[src/rtl/pwp_pkg.sv]
package pwp_pkg;
  localparam int IDX_W = 4;

  typedef struct packed {
    logic             take;     // pixel accepted this cycle
    logic             newGrp;   // pixel opens a fresh group
    logic             load;     // group complete, move to output stage
    logic             pending;  // output stage holds words
    logic [IDX_W-1:0] slot;     // slot the accepted pixel lands in
    logic [IDX_W-1:0] wordIdx;  // word currently offered
  } packStrobe_t;
endpackage

[src/rtl/pwp_pack_ctrl.sv]
module pwp_pack_ctrl
  import pwp_pkg::*;
#(
  parameter int PIX_PER_GRP = 4,
  parameter int WORDS       = 3
) (
  input  logic        clk,
  input  logic        rst,
  input  logic        inValid,
  input  logic        inSof,
  input  logic        inEof,
  input  logic        outReady,
  output logic        inReady,
  output logic        outValid,
  output packStrobe_t st
);
  localparam logic [IDX_W-1:0] LAST_SLOT = IDX_W'(PIX_PER_GRP - 1);
  localparam logic [IDX_W-1:0] LAST_WORD = IDX_W'(WORDS - 1);

  logic [IDX_W-1:0] phase, wordIdx, slot;
  logic pending, closes, lastWord, handoffOk, take, load, advance;

  always_comb begin
    slot      = inSof ? '0 : phase;
    closes    = (slot == LAST_SLOT) || inEof;
    lastWord  = (wordIdx == LAST_WORD);
    handoffOk = !pending || (outReady && lastWord);
    inReady   = (!pending || outReady) && (!closes || handoffOk);
    take      = inValid && inReady;
    load      = take && closes;
    advance   = pending && outReady;
    outValid  = pending;
    st.take    = take;
    st.newGrp  = (slot == '0);
    st.load    = load;
    st.pending = pending;
    st.slot    = slot;
    st.wordIdx = wordIdx;
  end

  always_ff @(posedge clk) begin
    if (rst) begin
      phase   <= '0;
      pending <= 1'b0;
      wordIdx <= '0;
    end else begin
      if (take) phase <= closes ? '0 : slot + IDX_W'(1);
      if (load) begin
        pending <= 1'b1;
        wordIdx <= '0;
      end else if (advance) begin
        if (lastWord) pending <= 1'b0;
        else          wordIdx <= wordIdx + IDX_W'(1);
      end
    end
  end
endmodule

[src/rtl/pwp_pack_dp.sv]
module pwp_pack_dp
  import pwp_pkg::*;
#(
  parameter int PIX_W       = 12,
  parameter int WORD_W      = 16,
  parameter int PIX_PER_GRP = 4,
  parameter int WORDS       = 3
) (
  input  logic              clk,
  input  logic              rst,
  input  packStrobe_t       st,
  input  logic [PIX_W-1:0]  inPix,
  input  logic              inSof,
  input  logic              inEof,
  output logic [WORD_W-1:0] outWord,
  output logic              outSof,
  output logic              outEof
);
  localparam int GRP_W = PIX_W * PIX_PER_GRP;
  localparam logic [IDX_W-1:0] LAST_WORD = IDX_W'(WORDS - 1);

  logic [GRP_W-1:0] acc, accNext, outGrp;
  logic accSof, grpSof, grpEof, nextSof;

  always_comb begin
    accNext = st.newGrp ? '0 : acc;
    accNext[st.slot*PIX_W +: PIX_W] = inPix;
    nextSof = st.newGrp ? inSof : accSof;
  end

  always_ff @(posedge clk) begin
    if (rst) begin
      acc    <= '0;
      outGrp <= '0;
      accSof <= 1'b0;
      grpSof <= 1'b0;
      grpEof <= 1'b0;
    end else begin
      if (st.take) begin
        acc    <= accNext;
        accSof <= nextSof;
      end
      if (st.load) begin
        outGrp <= accNext;
        grpSof <= nextSof;
        grpEof <= inEof;
      end
    end
  end

  always_comb begin
    outWord = outGrp[st.wordIdx*WORD_W +: WORD_W];
    outSof  = st.pending && grpSof && (st.wordIdx == '0);
    outEof  = st.pending && grpEof && (st.wordIdx == LAST_WORD);
  end
endmodule

[src/rtl/pwp_unpack.sv]
module pwp_unpack
  import pwp_pkg::*;
#(
  parameter int PIX_W       = 12,
  parameter int WORD_W      = 16,
  parameter int PIX_PER_GRP = 4,
  parameter int WORDS       = 3
) (
  input  logic              clk,
  input  logic              rst,
  input  logic [WORD_W-1:0] wordIn,
  input  logic              wordValid,
  input  logic              wordSof,
  output logic              wordReady,
  output logic [PIX_W-1:0]  pixOut,
  output logic              pixValid,
  input  logic              pixReady,
  output logic              pixSof
);
  localparam int GRP_W = PIX_W * PIX_PER_GRP;
  localparam int ACC_W = GRP_W - WORD_W;
  localparam logic [IDX_W-1:0] LAST_WORD = IDX_W'(WORDS - 1);
  localparam logic [IDX_W-1:0] LAST_PIX  = IDX_W'(PIX_PER_GRP - 1);

  logic [ACC_W-1:0] acc;
  logic [GRP_W-1:0] outGrp;
  logic [IDX_W-1:0] widx, wslot, pidx;
  logic accSof, grpSof, pend, wComplete, handoffOk, wTake;

  always_comb begin
    wslot     = wordSof ? '0 : widx;
    wComplete = (wslot == LAST_WORD);
    handoffOk = !pend || (pixReady && (pidx == LAST_PIX));
    wordReady = !wComplete || handoffOk;
    wTake     = wordValid && wordReady;
    pixOut    = outGrp[pidx*PIX_W +: PIX_W];
    pixValid  = pend;
    pixSof    = pend && grpSof && (pidx == '0);
  end

  always_ff @(posedge clk) begin
    if (rst) begin
      acc    <= '0;
      outGrp <= '0;
      widx   <= '0;
      pidx   <= '0;
      accSof <= 1'b0;
      grpSof <= 1'b0;
      pend   <= 1'b0;
    end else begin
      if (wTake && !wComplete) begin
        acc[wslot*WORD_W +: WORD_W] <= wordIn;
        if (wslot == '0) accSof <= wordSof;
        widx <= wslot + IDX_W'(1);
      end
      if (wTake && wComplete) begin
        widx   <= '0;
        outGrp <= {wordIn, acc};
        grpSof <= (wslot == '0) ? wordSof : accSof;
        pend   <= 1'b1;
        pidx   <= '0;
      end else if (pend && pixReady) begin
        if (pidx == LAST_PIX) pend <= 1'b0;
        else                  pidx <= pidx + IDX_W'(1);
      end
    end
  end
endmodule

[src/rtl/pixel_word_packer.sv]
module pixel_word_packer
  import pwp_pkg::*;
#(
  parameter int PIX_W       = 12,
  parameter int WORD_W      = 16,
  parameter int PIX_PER_GRP = 4
) (
  input  logic              clk,
  input  logic              rst,
  input  logic [PIX_W-1:0]  inPix,
  input  logic              inValid,
  output logic              inReady,
  input  logic              inSof,
  input  logic              inEof,
  output logic [WORD_W-1:0] outWord,
  output logic              outValid,
  input  logic              outReady,
  output logic              outSof,
  output logic              outEof,
  input  logic [WORD_W-1:0] wordIn,
  input  logic              wordValid,
  output logic              wordReady,
  input  logic              wordSof,
  output logic [PIX_W-1:0]  pixOut,
  output logic              pixValid,
  input  logic              pixReady,
  output logic              pixSof
);
  localparam int WORDS = (PIX_W * PIX_PER_GRP) / WORD_W;

  packStrobe_t st;

  pwp_pack_ctrl #(.PIX_PER_GRP(PIX_PER_GRP), .WORDS(WORDS)) u_ctrl (
    .clk(clk), .rst(rst), .inValid(inValid), .inSof(inSof), .inEof(inEof),
    .outReady(outReady), .inReady(inReady), .outValid(outValid), .st(st)
  );

  pwp_pack_dp #(.PIX_W(PIX_W), .WORD_W(WORD_W), .PIX_PER_GRP(PIX_PER_GRP),
                .WORDS(WORDS)) u_dp (
    .clk(clk), .rst(rst), .st(st), .inPix(inPix), .inSof(inSof),
    .inEof(inEof), .outWord(outWord), .outSof(outSof), .outEof(outEof)
  );

  pwp_unpack #(.PIX_W(PIX_W), .WORD_W(WORD_W), .PIX_PER_GRP(PIX_PER_GRP),
               .WORDS(WORDS)) u_unpack (
    .clk(clk), .rst(rst), .wordIn(wordIn), .wordValid(wordValid),
    .wordSof(wordSof), .wordReady(wordReady), .pixOut(pixOut),
    .pixValid(pixValid), .pixReady(pixReady), .pixSof(pixSof)
  );
endmodule

[config.mk]
export PLATFORM = sky130hd
export DESIGN_NAME = pixel_word_packer
export DESIGN_NICKNAME = d
export VERILOG_FILES = /design/src/rtl/pwp_pkg.sv /design/src/rtl/pwp_pack_ctrl.sv /design/src/rtl/pwp_pack_dp.sv /design/src/rtl/pwp_unpack.sv /design/src/rtl/pixel_word_packer.sv
export SDC_FILE = /design/constraint.sdc
export NUM_CORES = 1
export LEC_CHECK = 0
export BUFFER_PORTS_ARGS = -buffer_cell sky130_fd_sc_hd__buf_2
export CORE_MARGIN = 4
export CORE_UTILIZATION = 43
export CTS_CLUSTER_SIZE = 8
export DETAILED_ROUTE_END_ITERATION = 8
export PLACE_DENSITY_LB_ADDON = 0.1
export SLEW_MARGIN = 20
export SYNTH_ARGS = -nofsm -noshare
export SYNTH_HDL_FRONTEND = slang
export SYNTH_SLANG_ARGS = --single-unit
[constraint.sdc]
create_clock -name clk -period 4.56 [get_ports clk]
set_input_delay 0.912 -clock clk [delete_from_list [all_inputs] [get_ports clk]]
set_output_delay 0.912 -clock clk [all_outputs]
set_load 0.03 [all_outputs]
Word-level counts from Yosys, hierarchy flattened
Cells that the tools add are included.
{ "totals": {"reg_bits": 199, "n_memories": 0, "latchBits": 0, "rom_bits": 0, "wordCells": 89, "ramBits": 0, "in_bits": 37} }
{ "classes": {"shift": 6, "eq_ne": 4, "div": 0, "order_cmp": 0, "n_mux": 14, "multipliers": 2, "n_bitwise": 2, "n_reduce_logical": 40, "addsub": 6} }
{ "op_table": {"columns": ["operator", "n"], "rows": [
  ["8-bit negation with 34-bit output", 2],
  ["48-bit bitwise mux", 1],
  ["48-bit two-way mux", 1],
  ["12-bit by 34-bit variable shift with 48-bit output (first input constant)", 1],
  ["12-bit by 34-bit variable part select with 48-bit output", 1],
  ["48-bit by 9-bit variable part select with 12-bit output", 1],
  ["48-bit by 9-bit variable part select with 16-bit output", 1],
  ["16-bit by 34-bit variable shift with 32-bit output (first input constant)", 1],
  ["16-bit by 34-bit variable part select with 32-bit output", 1],
  ["32-bit bitwise mux", 1],
  ["4-bit by 1-bit adder with 4-bit output (second input constant)", 4],
  ["4-bit by 2-bit equality test with 1-bit output (second input constant)", 4],
  ["1-bit logical AND", 16],
  ["4-bit zero test", 4],
  ["4-bit by 2-bit multiplier with 6-bit output (second input constant)", 2],
  ["4-bit two-way mux", 3],
  ["1-bit two-way mux", 8],
  ["2-bit AND reduction", 4],
  ["2-bit nonzero test", 4],
  ["1-bit logical OR", 6],
  ["1-bit zero test", 4],
  ["2-bit OR reduction", 2],
  ["1-bit inverter", 2]
]} }

Longest topological paths before layout
Gate-level depths: netlist (run 1).
{ "depth": {"depth_word": 10, "mapped_depth": 19, "ltp_nobuf": 16} }

Hierarchy
A second synthesis (run 1) with hierarchy kept.
{ "hier_totals": {"hier_cells": 1321, "hier_area_um2": 10672.7} }
{ "modules_own_cells": {"columns": ["module", "area_each_um2", "n_inst", "cells_each", "seq_area_each_um2"], "rows": [
  ["pwp_pack_dp", 5998.3, 1, 780, 1981.9],
  ["pwp_unpack", 4042.6, 1, 468, 1821.7],
  ["pwp_pack_ctrl", 631.9, 1, 73, 180.2]
]} }

Worst setup path after synthesis (run 1)
OpenSTA, ideal clock, no wires.
{ "synth_timing": {"path_kind": "input -> register", "startpoint": "input port inSof", "endpoint": "register u_dp.outGrp[27]", "setup_ns": 0.080, "slack_ns": -0.119, "path_stages": 18, "arrival_ns": 4.599, "n_path_buf": 4, "required_time_ns": 4.480, "path_cell_list": "buf_2 > clkbuf_1 > or2b_1 > ha_1 > or2_1 > o211a_4 > buf_8 > nor2_1 > nand2_1 > ha_1 > nand2b_1 > nor2_1 > and3_1 > a32oi_2 > o31ai_2 > buf_6 > or3b_1 > a211oi_2"} }
{ "synth_between": {"elab_chain_cells": 8, "elab_cells_between_ends": 15, "cone_classes": "add/sub: 1; mul: 1; eq/ne: 1; shift: 2; mux: 3; reduce/logical: 7"} }
{ "synth_lines": {"columns": ["element", "line", "source"], "rows": [
  ["from (decl)", "pixel_word_packer.sv:13", "input logic inSof,"],
  ["4-bit two-way mux (*)", "pwp_pack_ctrl.sv:24", "slot = inSof ? '0 : phase;"],
  ["branches (longest 7 deep; another with 8-bit negation with 34-bit output)", null, null],
  ["to (signal assigned)", "pwp_pack_dp.sv:44", "outGrp <= accNext;"],
  ["to (decl)", "pwp_pack_dp.sv:22", "logic [GRP_W-1:0] acc, accNext, outGrp;"]
]} }
Mark *: on every way between the ends.
A chain may end at the register's enable or synchronous reset.

Worst setup path after layout (run 1)
{ "layout_timing": {"startpoint": "input port inSof", "endpoint": "register u_dp.outGrp[37]"} }
The elaborated chain is that of the path after synthesis.

==> results.md, run 1 <==
| Quantity | This run | Unit |
| --- | --- | --- |
| Post-detailed-route DRC marker count | 0 | - |
| IR drop worst, VDD | 209 | uV |
| Post-route cell area | 0.0116 | sq mm |
| Share of synthesized area occupied by flip-flops and latches | 39.1 | % |
| R2R Setup Slk | 650 | ps |
| Netlist Area Pre-Place | 0.0102 | sq mm |
| Type of destination of the critical path | flip-flop | - |
| DRT Wirelength | 29.6 | mm |
| Global-route wire length before repair | 47.7 | mm |
| Final clock period utilization by the worst path | 90.0 | % |
| Post-synthesis sequential element count | 199 | - |
| Transition time of the tightest slew-check pin | 1020 | ps |
| Run status | finished, final reports clean | - |
| Full die area | 0.0262 | sq mm |
| Worst-case headroom to the max-slew limit | 31.7 | % |
| Later-pin clock latency in the skew report | 450 | ps |
| Final number of hold-violating endpoints | 0 | - |
| Initial DRC Count | 887 | - |
| Number of antenna violations at the first check in global routing | 0 | - |
| Worst EP required | 4890 | ps |
| Slowest CP cell | sky130_fd_sc_hd__a2bb2oi_1 | - |
| Ys Warns | 0 | - |
| Maximum number of pins on one net before global-route repair | 103 | - |
| Router iterations before antenna repair | 5 | - |
| Nature of the critical path startpoint | input port | - |
| Clock sink count | 199 | - |
| Synth area leader | sky130_fd_sc_hd__dfxtp_1 | - |
| Setup TNS | 0 | ps |
| Count of distinct cell types in the synthesized netlist | 87 | - |
| Number of top-level design ports | 72 | - |
| Ratio of cells with drive above 1 in the final layout | 16.9 | % |
| Class of the tightest hold or removal check | flip-flop to flip-flop | - |
| Top-count cell post-synth | sky130_fd_sc_hd__dfxtp_1 | - |
| Post-synth top area share | 39.1 | % |
| Unrepaired setup endpoints after global routing | no | - |
| Cts bufs inserted | 17 | - |
| Worst path cell trace | buf_2 > nand2b_2 > inv_2 > ha_2 > ha_1 > or2_1 > o211a_4 > nor2_2 > nand2_1 > ha_1 > nand2b_1 > nor2_1 > nand4_1 > nand3_2 > a2bb2oi_1 > buf_4 > nand4_1 > o311ai_0 | - |
| Net count after synthesis | 1287 | - |
| H-Tree Depth | 4 | - |
| TritonCTS clock tree | yes | - |
| Pins Over Slew Limit | 0 | - |
| Final non-filler cell total | 1617 | - |
| Worst R2R Path Depth | 15 | - |
| Maximum clock frequency | 0.244 | GHz |
| Cell types with the highest counts after synthesis | 199 x sky130_fd_sc_hd__dfxtp_1, 198 x sky130_fd_sc_hd__nand2_1, 156 x sky130_fd_sc_hd__nor2_1 | - |
| Setup repair bufs after CTS | 0 | - |
| Share of synthesized registers carrying an async set or reset | 0 | % |
| Final setup fails | 0 | - |
| Bufs on Longest Clock Path | 2 | - |
| Fin Clk Skew | 18.4 | ps |
| Number of nets in the layout | 1337 | - |
| Terminus of the critical flop-to-flop path | u_dp.outGrp[37]$_SDFFE_PP0P_ | - |
| Number of maximum-capacitance constraint violations | 0 | - |
| Hold path endpoint | u_unpack.outGrp[25]$_SDFFE_PP0P_ | - |
| Buffer cell driving the clock tree root | sky130_fd_sc_hd__clkbuf_16 | - |
| Antenna diodes | 0 | - |
| Hold Crit Depth | 2 | - |
| DR WL/cell | 18.3 | microns |
| Ranking of synthesized cells by area | sky130_fd_sc_hd__dfxtp_1 39%, sky130_fd_sc_hd__nand2_1 7.3%, sky130_fd_sc_hd__nor2_1 5.8% | - |
| Routability-driven placement congestion ratio | 0.962 | - |
| Reported leakage power | 4.08 | nW |
| Die H | 162 | microns |
| Gate family responsible for the most delay along the worst path | simple AND/OR/NAND/NOR gates | - |
| CP max FO | 13 | - |
| Dominant register cell in the synthesized netlist | sky130_fd_sc_hd__dfxtp_1 | - |
| HP Start | u_unpack.acc[25]$_SDFFE_PP0P_ | - |
| Via count of the first global-routing pass | 8692 | - |
| Via density | 5.71 | - |
| Reg-to-Reg Start | u_ctrl.phase[2]$_SDFFE_PP0P_ | - |
| Die boundary width | 162 | microns |
| Areal power density over the cells | 337 | mW/mm^2 |
| Min Tclk post-route | 4100 | ps |
| CP Depth | 18 | - |
| GRT Residual Overflow | 0 | - |
| Vias post-DR | 9233 | - |
| Per-instance average area after synthesis | 8.24 | sq um |
| Core area | 0.0234 | sq mm |
| Number of input and output port buffers inserted | 71 | - |
| Total placed instance area | 0.0110 | sq mm |
| Global-route usage over all layers | 22.5 | % |
| DP HPWL | 20.8 | mm |
| Number of placed instances, taps included | 1585 | - |
| Clock-pin slew of the registers on the worst-case setup and hold paths | 90 | ps |
| Maximum cell stage delay along the critical path | 630 | ps |
| Worst Setup Path Type | input port to flip-flop | - |
| Placement Rows | 56 | - |
| Cell count after synthesis | 1235 | - |
| Tot Pwr | 3.91 | mW |
| Crit path buffers/inverters | 3 | - |
| ANT nets after route | 0 | - |
| Number of gates resized after CTS | 0 | - |
| Count of flip-flops with a built-in enable after synthesis | 0 | - |
| Count of hold-fix buffers inserted at cts | 0 | - |
| Area growth syn-to-layout | 14.1 | % |
| Worst Path Arrival | 4430 | ps |
| Starting utilization of the core area | 43.5 | % |
| Critical Path Start | inSof | - |
cell type report:
cell class                      instances  area [sq um]
Timing Repair Buffer                  120           742
Inverter                               14          52.6
Multi-Input combinational cell        933          5800
Tap cell                              319           399
Fill cell                            2324         11800
Clock inverter                         15           208
Clock buffer                           17           425
Sequential cell                       199          3980
worst register-to-register path: stages, from the launching register on:
cell and delay [ps]:
sky130_fd_sc_hd__dfxtp_1 560, sky130_fd_sc_hd__or2b_1 350, sky130_fd_sc_hd__ha_4 290, sky130_fd_sc_hd__or2_1 250, sky130_fd_sc_hd__o211a_4 250, sky130_fd_sc_hd__nor2_2 100
sky130_fd_sc_hd__nand2_1 60, sky130_fd_sc_hd__ha_1 350, sky130_fd_sc_hd__nand2b_1 170, sky130_fd_sc_hd__nor2_1 80, sky130_fd_sc_hd__nand4_1 150, sky130_fd_sc_hd__nand3_2 90
sky130_fd_sc_hd__a2bb2oi_1 630, sky130_fd_sc_hd__buf_4 260, sky130_fd_sc_hd__nand4_1 90, sky130_fd_sc_hd__o311ai_0 100
metrics by stage:
stage | setup WS [ps] | hold slack [ps] | utilization, %
6_report | 456 | 450 | 49.6
5_1_grt | 121 | 473 | 49.6
4_1_cts | 476 | 452 | 49.6
3_5_place_dp | 29.3 | 445 | 46.9
3_3_place_gp | 156 | 440 | 46.9
2_1_floorplan | 38.3 | 424 | -
placed cells by master (no fill, tap or decap), drive strengths merged, types with 11 or more instances in the layout:
cell    synthesis  final
a211oi         27     27
a21oi         109    109
a221oi         13     13
a22oi          22     22
a31oi          12     12
and2           17     17
buf            17    120
clkbuf         72     17
dfxtp         199    199
ha             15     15
inv            13     22
mux2i          37     37
mux4           12     12
nand2         198    198
nand2b         24     24
nand3          54     54
nand4          15     15
nor2          156    156
nor2b          11     11
nor3           37     37
o21ai          23     23
metal layers:
| layer | wire, microns | part of all wire (%) | global-route usage, % | vias up |
|---|---|---|---|---|
| met5 | 0 | 0 | 0 | - |
| met4 | 635 | 2.1 | 6.73 | 0 |
| met3 | 1770 | 6.0 | 3.35 | 46 |
| met2 | 13000 | 44 | 34.2 | 274 |
| met1 | 14200 | 48 | 33.1 | 4366 |
| li1 | - | - | - | 4547 |
cell families after synthesis:
group	synth area share [%]
simple gates	25.2
compound gates	20.5
flops	39.1
buf+inv	4.35
mux	7.33
fa+ha+maj	1.95
xor+xnor	1.54
registers in the layout (all words and copies together) (netlist names), 4 cells and up:
signal and count:
u_dp.acc 48, u_unpack.acc 32, u_unpack.pidx 4, u_dp.outGrp 48
u_unpack.outGrp 48, u_ctrl.wordIdx 4, u_ctrl.phase 4, u_unpack.widx 4
worst max-delay path by stage:
stage / to / slack (ps)
after global placement: u_dp.outGrp[24]$_SDFFE_PP0P_ / 160
after floorplan: u_dp.outGrp[27]$_SDFFE_PP0P_ / 40
after global routing: u_dp.outGrp[38]$_SDFFE_PP0P_ / 120
final: u_dp.outGrp[37]$_SDFFE_PP0P_ / 460
after detailed placement: u_dp.outGrp[20]$_SDFFE_PP0P_ / 30
after CTS: u_dp.acc[22]$_SDFFE_PP0P_ / 480
report_power, final:
part	internal [mW]	leakage [nW]	switching, mW	total [mW]
sequential	1.78	1.61	0.0255	1.80
clock	0.770	0.305	0.827	1.60
combinational	0.173	2.16	0.338	0.511
total	2.72	4.08	1.19	3.91
Note: power is estimated with default switching activity, not from simulation.
==> run 2: changes to the inputs <==
==> constraint.sdc (replaced) <==
create_clock -name clk -period 4.56 [get_ports clk]
set_input_delay 0.456 -clock clk [delete_from_list [all_inputs] [get_ports clk]]
set_output_delay 0.456 -clock clk [all_outputs]
set_load 0.03 [all_outputs]
==> run 2 against run 1 <==
Against the previous run: via count fell by 0.62%; fmax down 0.23%; cell area is 1.0% lower; utilization decreased by 0.52 points; sequential cell count stayed put; setup slack lost 9.5 ps; clock-buffer cell count unchanged; first-iteration DRC count down 5.5%; combinational power fell by 3%; clock power about the same; largest cell class unchanged.
==> results.md, run 2 (same netlist as run 1, synthesis figures left out) <==
| Quantity | This run | Unit |
| --- | --- | --- |
| Final setup fails | 0 | - |
| Cell repeated most along the worst path | sky130_fd_sc_hd__ha_1 | - |
| Nature of the critical path startpoint | flip-flop | - |
| Global-route wire length before repair | 46.8 | mm |
| Die H | 162 | microns |
| Bufs on Longest Clock Path | 2 | - |
| HP Start | wordIn[15] | - |
| Final number of hold-violating endpoints | 0 | - |
| Number of top-level design ports | 72 | - |
| DR WL/cell | 18.0 | microns |
| Global-route usage over all layers | 22.1 | % |
| Core area | 0.0234 | sq mm |
| Setup TNS | 0 | ps |
| Type of destination of the critical path | flip-flop | - |
| Min Tclk post-route | 4110 | ps |
| Via density | 5.73 | - |
| Areal power density over the cells | 342 | mW/mm^2 |
| Net load switching power | 1.20 | mW |
| Clk network pwr share | 41.5 | % |
| Worst Setup Path Type | flip-flop to flip-flop | - |
| Most common cell after layout, fill and taps aside | sky130_fd_sc_hd__dfxtp_1 | - |
| Unrepaired setup endpoints after global routing | no | - |
| H-Tree Depth | 4 | - |
| Placement Rows | 56 | - |
| Worst path cell trace | nand2b_2 > inv_2 > ha_1 > ha_1 > or2_1 > o211a_4 > nor2_1 > nand2_1 > ha_1 > nand2b_1 > nor2_1 > nand4_1 > nand3_2 > a2bb2oi_1 > a21oi_1 > o32ai_1 | - |
| Via count of the first global-routing pass | 8612 | - |
| Number of antenna violations at the first check in global routing | 0 | - |
| Ratio of cells with drive above 1 in the final layout | 15.7 | % |
| Worst EP required | 4900 | ps |
| Slowest CP cell | sky130_fd_sc_hd__a2bb2oi_1 | - |
| Setup WS pre-CTS | 72.9 | ps |
| Worst Path Arrival | 4450 | ps |
| TritonCTS clock tree | yes | - |
| Later-pin clock latency in the skew report | 440 | ps |
| Post-detailed-route DRC marker count | 0 | - |
| Maximum cell stage delay along the critical path | 800 | ps |
| M1 GR Usage | 33.3 | % |
| Starting utilization of the core area | 43.5 | % |
| Reported leakage power | 4.01 | nW |
| Hold path endpoint | u_unpack.outGrp[47]$_SDFFE_PP0P_ | - |
| R2R Setup Slk | 450 | ps |
| Die boundary width | 162 | microns |
| Run status | finished, final reports clean | - |
| Worst R2R Path Depth | 16 | - |
| Highest-utilization routing layer at the global route stage | met2 | - |
| DRT Wirelength | 28.9 | mm |
| Full die area | 0.0262 | sq mm |
| Portion of total power attributed to sequential cells | 45.9 | % |
| CP Depth | 16 | - |
| IR drop worst, VDD | 408 | uV |
| ANT nets after route | 0 | - |
| Met2 usage in global routing | 33.5 | % |
| Clock sink count | 199 | - |
| Number of gates resized after CTS | 0 | - |
| Design internal power | 2.73 | mW |
| Number of input and output port buffers inserted | 71 | - |
| Hold Crit Depth | 3 | - |
| Count of hold-fix buffers inserted at cts | 0 | - |
| Sw frac | 30.6 | % |
| Setup repair bufs after CTS | 0 | - |
| Worst Slack Setup Final | 446 | ps |
| Global Route met3 Usage | 3.04 | % |
| Router iterations before antenna repair | 6 | - |
| Number of maximum-capacitance constraint violations | 0 | - |
| Maximum clock frequency | 0.243 | GHz |
| Most frequent cells in the layout | 199 x sky130_fd_sc_hd__dfxtp_1, 198 x sky130_fd_sc_hd__nand2_1, 154 x sky130_fd_sc_hd__nor2_1, 109 x sky130_fd_sc_hd__a21oi_1, 70 x sky130_fd_sc_hd__buf_2 | - |
| Transition time of the tightest slew-check pin | 1040 | ps |
| Cts bufs inserted | 17 | - |
| Antenna diodes | 0 | - |
| CP max FO | 13 | - |
| Routability-driven placement congestion ratio | 0.910 | - |
| Combinational cell fraction of total power | 12.7 | % |
| Final non-filler cell total | 1601 | - |
| Reg-to-Reg Start | u_ctrl.phase[0]$_SDFFE_PP0P_ | - |
| Pins Over Slew Limit | 0 | - |
| Largest registers | u_dp.acc x48, u_dp.outGrp x48, u_unpack.outGrp x48 | - |
| DP HPWL | 20.2 | mm |
| Area growth syn-to-layout | 12.9 | % |
| Maximum number of pins on one net before global-route repair | 88 | - |
| Final clock period utilization by the worst path | 90.2 | % |
| Initial DRC Count | 838 | - |
| Number of nets in the layout | 1321 | - |
| Worst-case headroom to the max-slew limit | 30.2 | % |
| Fin Clk Skew | 14.8 | ps |
| Crit path buffers/inverters | 1 | - |
| Buffer cell driving the clock tree root | sky130_fd_sc_hd__clkbuf_16 | - |
| Terminus of the critical flop-to-flop path | u_dp.acc[38]$_SDFFE_PP0P_ | - |
| Number of placed instances, taps included | 1569 | - |
| GRT Residual Overflow | 0 | - |
| Clock-pin slew of the registers on the worst-case setup and hold paths | 90 | ps |
| Gate family responsible for the most delay along the worst path | compound AO/OA/AOI/OAI gates | - |
| Vias post-DR | 9176 | - |
| Class of the tightest hold or removal check | input port to flip-flop | - |
-- run 2: final cells by class --
cell class | instances | area (sq um)
fillers | 2360 | 11900
clock buffers | 17 | 425
inverters | 14 | 52.6
repair buffers | 104 | 622
well taps | 319 | 399
multi-input cells | 933 | 5790
flip-flops and latches | 199 | 3980
clock inverters | 15 | 221
-- run 2: stage by stage --
step	area [sq um]	hold slack, ps	power (mW)	util (%)
finish	11500	274	3.93	49.1
global route	11500	266	4.10	49.1
CTS	11500	255	3.97	49.1
detailed placement	10800	443	2.33	46.3
global placement	10800	439	2.33	46.3
floorplan	10200	424	2.18	-
-- run 2: worst min-delay path, stage by stage --
cell	delay [ps]
sky130_fd_sc_hd__buf_2	110
sky130_fd_sc_hd__nand2_1	60
sky130_fd_sc_hd__a21oi_1	50
-- run 2: layer usage --
metal | vias to the layer above | part of all wire [%]
li1 | 4521 | -
met3 | 24 | 6.0
met1 | 4353 | 49
met4 | 0 | 1.0
met5 | - | 0
met2 | 278 | 44
-- run 2: power groups by stage --
stage                     clock (mW)  combinational [mW]  sequential [mW]
after floorplan                    0               0.343             1.84
after global placement             0               0.490             1.84
after detailed placement           0               0.491             1.84
after CTS                       1.67               0.493             1.80
after global routing            1.75               0.545             1.81
final                           1.63               0.498             1.80
-- run 2: worst max path at each step --
stage | from | end | slack [ps]
2_1_floorplan | inSof | u_dp.outGrp[27]$_SDFFE_PP0P_ | 340
6_report | u_ctrl.phase[0]$_SDFFE_PP0P_ | u_dp.acc[38]$_SDFFE_PP0P_ | 450
3_3_place_gp | inSof | u_dp.acc[39]$_SDFFE_PP0P_ | 220
5_1_grt | u_ctrl.phase[0]$_SDFFE_PP0P_ | u_dp.acc[38]$_SDFFE_PP0P_ | 70
4_1_cts | u_ctrl.phase[0]$_SDFFE_PP0P_ | u_dp.acc[38]$_SDFFE_PP0P_ | 490
3_5_place_dp | inSof | u_dp.acc[38]$_SDFFE_PP0P_ | 70
